--- config.mk ---
export PLATFORM = sky130hd
export DESIGN_NAME = ivt_timer
export DESIGN_NICKNAME = d
export VERILOG_FILES = /design/src/rtl/ivt_pkg.sv /design/src/rtl/ivt_counter.sv /design/src/rtl/ivt_events.sv /design/src/rtl/ivt_timer.sv
export SDC_FILE = /design/constraint.sdc
export NUM_CORES = 1
export LEC_CHECK = 0
export ABC_AREA = 1
export CAP_MARGIN = 20
export CORE_AREA = 2 2 48 50
export CTS_BUF_LIST = sky130_fd_sc_hd__clkbuf_2
export DETAILED_ROUTE_END_ITERATION = 7
export DIE_AREA = 0 0 50 52
export PLACE_DENSITY_LB_ADDON = 0.08
export SLEW_MARGIN = 20
export SYNTH_ARGS = -nofsm -noshare
export SYNTH_HDL_FRONTEND = slang
export SYNTH_SLANG_ARGS = --single-unit
--- constraint.sdc ---
create_clock -name clk -period 3.6 [get_ports clk]
set_input_delay 0.9 -clock clk [delete_from_list [all_inputs] [get_ports clk]]
set_output_delay 0.9 -clock clk [all_outputs]
set_load 0.01 [all_outputs]
--- src/rtl/ivt_pkg.sv ---
package ivt_pkg;
  parameter int unsigned IVT_CNT_W = 8;

  typedef enum logic [1:0] {
    ACT_HOLD   = 2'd0,
    ACT_DEC    = 2'd1,
    ACT_RELOAD = 2'd2,
    ACT_LOAD   = 2'd3
  } ivt_act_e;
endpackage

--- src/rtl/ivt_counter.sv ---
module ivt_counter
  import ivt_pkg::*;
#(
  parameter int unsigned W = IVT_CNT_W
) (
  input  logic         clk,
  input  logic         rst_n,
  input  logic         run,
  input  logic         tick,
  input  logic         we,
  input  logic [W-1:0] wdata,
  output logic         uf_o
);
  logic [W-1:0] cnt_q, rld_q, rld_nxt;
  logic         at_zero;
  ivt_act_e     act;

  // Selects what the counter does on this edge
  function automatic ivt_act_e pick_act(input logic r, input logic t,
                                        input logic w, input logic z);
    if (r && t) return z ? ACT_RELOAD : ACT_DEC;
    if (!r && w) return ACT_LOAD;
    return ACT_HOLD;
  endfunction

  assign at_zero = (cnt_q == '0);
  assign act     = pick_act(run, tick, we, at_zero);
  assign rld_nxt = we ? wdata : rld_q;
  assign uf_o    = (act == ACT_RELOAD);

  always_ff @(posedge clk) begin
    if (!rst_n) begin
      cnt_q <= '0;
      rld_q <= '0;
    end else begin
      rld_q <= rld_nxt;
      unique case (act)
        ACT_DEC:    cnt_q <= cnt_q - 1'b1;
        ACT_RELOAD: cnt_q <= rld_nxt;
        ACT_LOAD:   cnt_q <= wdata;
        default:    cnt_q <= cnt_q;
      endcase
    end
  end

  p_dec_r2: assert property (@(posedge clk) disable iff (!rst_n)
    (run && tick && cnt_q != '0) |=> cnt_q == $past(cnt_q) - 1'b1);
  p_idle_r2: assert property (@(posedge clk) disable iff (!rst_n)
    (!tick && !we) |=> $stable(cnt_q));
  p_reload_r3: assert property (@(posedge clk) disable iff (!rst_n)
    uf_o |=> cnt_q == rld_q);
  p_stop_load_r7: assert property (@(posedge clk) disable iff (!rst_n)
    (!run && we) |=> (cnt_q == $past(wdata)) && (rld_q == $past(wdata)));
  p_run_write_r8: assert property (@(posedge clk) disable iff (!rst_n)
    (run && we && !tick) |=> $stable(cnt_q) && (rld_q == $past(wdata)));
endmodule

--- src/rtl/ivt_events.sv ---
module ivt_events (
  input  logic clk,
  input  logic rst_n,
  input  logic uf,
  input  logic irq_clr,
  output logic irq_o,
  output logic dma_o,
  output logic pin_o,
  output logic half_o
);
  always_ff @(posedge clk) begin
    if (!rst_n) begin
      irq_o  <= 1'b0;
      dma_o  <= 1'b0;
      pin_o  <= 1'b0;
      half_o <= 1'b0;
    end else begin
      dma_o  <= uf;
      pin_o  <= uf;
      half_o <= half_o ^ uf;
      if (uf)           irq_o <= 1'b1;
      else if (irq_clr) irq_o <= 1'b0;
    end
  end

  p_strobe_r4: assert property (@(posedge clk) disable iff (!rst_n)
    uf |=> dma_o && pin_o);
  p_quiet_r4: assert property (@(posedge clk) disable iff (!rst_n)
    !uf |=> !dma_o && !pin_o);
  p_sticky_r5: assert property (@(posedge clk) disable iff (!rst_n)
    (irq_o && !irq_clr) |=> irq_o);
  p_set_wins_r5: assert property (@(posedge clk) disable iff (!rst_n)
    uf |=> irq_o);
  p_toggle_r6: assert property (@(posedge clk) disable iff (!rst_n)
    uf |=> half_o != $past(half_o));
  p_hold_r6: assert property (@(posedge clk) disable iff (!rst_n)
    !uf |=> $stable(half_o));
endmodule

--- src/rtl/ivt_timer.sv ---
module ivt_timer
  import ivt_pkg::*;
#(
  parameter int unsigned W = IVT_CNT_W
) (
  input  logic         clk,
  input  logic         rst_n,
  input  logic         run_i,
  input  logic         tick_i,
  input  logic         preset_we_i,
  input  logic [W-1:0] preset_i,
  input  logic         irq_clr_i,
  output logic         irq_o,
  output logic         dma_req_o,
  output logic         pin_o,
  output logic         half_clk_o
);
  logic underflow;

  ivt_counter #(.W(W)) u_cnt (
    .clk   (clk),
    .rst_n (rst_n),
    .run   (run_i),
    .tick  (tick_i),
    .we    (preset_we_i),
    .wdata (preset_i),
    .uf_o  (underflow)
  );

  ivt_events u_evt (
    .clk     (clk),
    .rst_n   (rst_n),
    .uf      (underflow),
    .irq_clr (irq_clr_i),
    .irq_o   (irq_o),
    .dma_o   (dma_req_o),
    .pin_o   (pin_o),
    .half_o  (half_clk_o)
  );

  p_no_event_stopped_r2: assert property (@(posedge clk) disable iff (!rst_n)
    (!run_i || !tick_i) |=> !dma_req_o);
endmodule

==> impl_metrics.csv <==
group,metric,value,unit
final_layout,register_area,380.4,µm²
global_route,grt_usage,0.1984,
logic_synthesis,synth_nets,193,
floorplanning,pin_count,18,
final_layout,final_cells,222,
drt,dr_total_vias,1109,
logic_synthesis,synth_edf_count,0,
worst_setup_path,reg2reg_from,"u_cnt.cnt_q[0]",
worst_setup_path,path_depth,7,
logic_synthesis,synth_cell_types,21,
logic_synthesis,async_flop_share,0,
cts,cts_setup_buffers,0,
power_and_ir_drop,p_sw_frac,0.3451,
logic_synthesis,synthFlopType,"dfxtp_1",
global_route,top_usage_layer,"met2",
worst_setup_path,crit_family,"buffers and inverters",
final_layout,fin_nets,210,
global_route,overflow,0,
worst_setup_path,setup.worst_path.start,"preset_we_i",
floorplanning,rows,17,
global_route,first_global_vias,987,
cts,clk_path_buf_depth,2,
drt,drt-initial-drc-count,17,
timing,final.setup.tns,0,ps
worst_hold_path,holdCritStartpoint,"u_evt.irq_o",
global_route,grt_use_met2,0.3553,
final_layout,fillCellCount,180,
run,cap_viol_max_count,0,
drt,avgViaCountPerCell,4.995,
cts,postCtsHoldBufs,0,
worst_setup_path,r2r_slack,1940,ps
global_route,antenna_found_initial,0,
power_and_ir_drop,power.share.clock,0.205,
place,placed_cells,218,
worst_setup_path,path_class,"in2reg",
timing,finalClockSkew,7.019,ps
final_layout,drive_above_1_share,0.1082,
worst_setup_path,r2r_end,"u_cnt.cnt_q[1]",
timing,slew_headroom,0.6740,
final_layout,antenna_cells,0,
cts,cts_tree,"built",
final_layout,multiInputGateArea,594.3,µm²
worst_setup_path,slowest_delay,660,ps
power_and_ir_drop,comb_power_share,0.289,
power_and_ir_drop,ir_drop,0.2315,mV
run_status,outcome,"complete, no violations",
place,place.port_buffers,17,
floorplanning,initial_core_util,0.5449,
place,hpwlAfterDp,1.827,mm
cts,clkTransAtPathRegs,190,ps
worst_setup_path,path_common_cell,"inv_2",
drt,ant_nets,0,
timing,slew_viol_final,0,
cts,cts_resized,0,
power_and_ir_drop,sequentialPowerShare,0.506,
cts,numCtsBuffers,3,
floorplanning,die_h,52,µm
final_layout,area_growth,15.70,%
worst_setup_path,crit_path_end,"u_cnt.cnt_q[7]",
cts,cts_max_level,1,
drt,wl_per_cell,10.56,µm
timing,rsz0062_at_grt,"false",
logic_synthesis,syn_avg_cell_area,6.446,µm²
logic_synthesis,synth_top_cell_by_area,"dfxtp_1",
global_route,use_met1,0.2246,
final_layout,final_core_utilization,0.6304,
floorplanning,fp.coreArea,0.002106,mm²
logic_synthesis,netlist_area,0.001147,mm²
worst_setup_path,cp-start-kind,"input pin",
timing,finalCritPeriodShare,0.6107,
logic_synthesis,synth_common_cells,"nand2_1, inv_1, nor2_1",
worst_setup_path,worstPathCellList,"clkdlybuf4s50_1 -> inv_2 -> nor2_2 -> inv_2 -> nand2_1 -> o21ai_0 -> a21oi_1",
drt,dr.pass1.iters,4,
power_and_ir_drop,power.density,356.0,mW/mm²
power_and_ir_drop,leakagePower,0.0006224,µW
floorplanning,die_area,0.002600,mm²
timing,worstMarginPinSlew,487.5,ps
worst_hold_path,holdCritPathClass,"reg2reg",
logic_synthesis,synth.top_cell.area_share,0.3315,
drt,routed_wirelength,2.345,mm
power_and_ir_drop,p_int,309.6,µW
cts,clock_latency,310,ps
worst_setup_path,reg2reg_depth,10,
logic_synthesis,synth-seq-cells,19,
place,gp_congestion,0.8056,
worst_setup_path,end_kind,"flip-flop",
worst_setup_path,crit_fanout,17,
global_route,grt_util_met3,0.02299,
worst_setup_path,required,3830,ps
logic_synthesis,yosysWarnings,0,
timing,fmax,454.9,MHz
logic_synthesis,yosysMostFrequentCell,"nand2_1",
timing,period_minus_slack,2198,ps
logic_synthesis,ys_top_cells_by_area,"dfxtp_1, nand2_1, inv_1",
power_and_ir_drop,power_switching,163.1,µW
timing,hold_viol_final,0,
worst_setup_path,crit_path_top_delay_cell,"clkdlybuf4s50_1",
global_route,grt_max_degree,18,
drt,post-route-drc-count,0,
worst_setup_path,arrival,2430,ps
timing,setup_viol,0,
worst_setup_path,cp_num_buf_inv,3,
cts,root_buffer,"clkbuf_2",
floorplanning,die_w,50,µm
logic_synthesis,synth-seq-area-share,0.3315,
logic_synthesis,postSynthCellCount,178,
global_route,grt_pass1_wl,3.926,mm
cts,cts_sinks,19,
-- metrics by stage --
| stage | total power (µW) | hold slack, ps | worst slack, ps | instance area, µm² |
|---|---|---|---|---|
| after global placement | 375.6 | 455.0 | 1131 | 1308 |
| after CTS | 471.3 | 482.6 | 1406 | 1328 |
| after detailed placement | 379.7 | 461.8 | 1067 | 1308 |
| after floorplan | 341.0 | 483.4 | 1960 | 1147 |
| final | 472.6 | 477.5 | 1402 | 1328 |
| after global routing | 501.7 | 527.2 | 1239 | 1328 |
-- worst reg2reg max path: stages (launching register included) --
cell,delay [ps]
dfxtp_1,350
inv_1,150
ha_1,220
inv_1,70
nor2_1,200
nand3_1,200
nor2_4,170
nand2_1,70
nand2_1,80
nor2_1,40
nor2_1,90
-- logic make-up after synthesis --
| family | Yosys count | synth area share |
|---|---|---|
| buffers and inverters | 39 | 0.1505 |
| xor gates and xnor gates | 1 | 0.007635 |
| and+or+nand+nor | 86 | 0.3500 |
| adders and majority gates | 1 | 0.01090 |
| DFF | 19 | 0.3315 |
| AOI/OAI and AO/OA | 32 | 0.1494 |
-- area by class of cell --
type	count	share of cell area
Clock buffer	4	0.01508
Inverter	34	0.09614
Multi-Input combinational cell	120	0.4477
Sequential cell	19	0.2865
Tap cell	28	0.02639
Timing Repair Buffer	17	0.1282
-- sequential cells by signal (all words and copies together) (netlist names) --
register,cells
u_evt.half_o,1
u_cnt.rld_q,8
u_evt.irq_o,1
u_evt.dma_o,1
u_cnt.cnt_q,8
-- placed cells by master, fill, tap and decap left out --
| cell | netlist | final |
|---|---|---|
| nand2_1 | 37 | 37 |
| inv_1 | 31 | 31 |
| nor2_1 | 23 | 23 |
| o21ai_0 | 21 | 21 |
| dfxtp_1 | 19 | 19 |
| clkdlybuf4s50_1 | 0 | 17 |
| nand3_1 | 13 | 13 |
| a21oi_1 | 6 | 6 |
| clkbuf_2 | 0 | 4 |
| inv_2 | 3 | 3 |
| nor2_2 | 3 | 3 |
| nand2_2 | 3 | 3 |
| nor2_4 | 3 | 3 |
| o21ai_2 | 3 | 3 |
| nand4_1 | 2 | 2 |
| o21ai_1 | 2 | 2 |
| nor3_4 | 1 | 1 |
| nand2_4 | 1 | 1 |
| xor2_1 | 1 | 1 |
| ha_1 | 1 | 1 |
-- power groups by stage --
| stage | registers, µW | clock network [µW] | logic [µW] |
|---|---|---|---|
| floorplan | 241 | 0 | 99.8 |
| global placement | 243 | 0 | 133 |
| detailed placement | 243 | 0 | 136 |
| CTS | 239 | 95.4 | 137 |
| global route | 241 | 105 | 155 |
| finish | 239 | 96.8 | 137 |
-- worst min-delay path by stage --
| stage | endpoint | slack [ps] | cells past startpoint |
|---|---|---|---|
| 4_1_cts | u_evt.irq_o | 480 | 2 |
| 6_report | u_evt.irq_o | 480 | 2 |
| 2_1_floorplan | u_evt.irq_o | 480 | 2 |
| 5_1_grt | u_evt.irq_o | 530 | 2 |
| 3_5_place_dp | u_evt.irq_o | 460 | 2 |
| 3_3_place_gp | u_evt.irq_o | 460 | 2 |
-- layer usage --
layer | part of all wire | wire length (µm)
met5 | 0 | 0
met4 | 0.020 | 46
met3 | 0.028 | 65
met2 | 0.49 | 1145
met1 | 0.46 | 1088
Power figures use the tool's default switching activity.
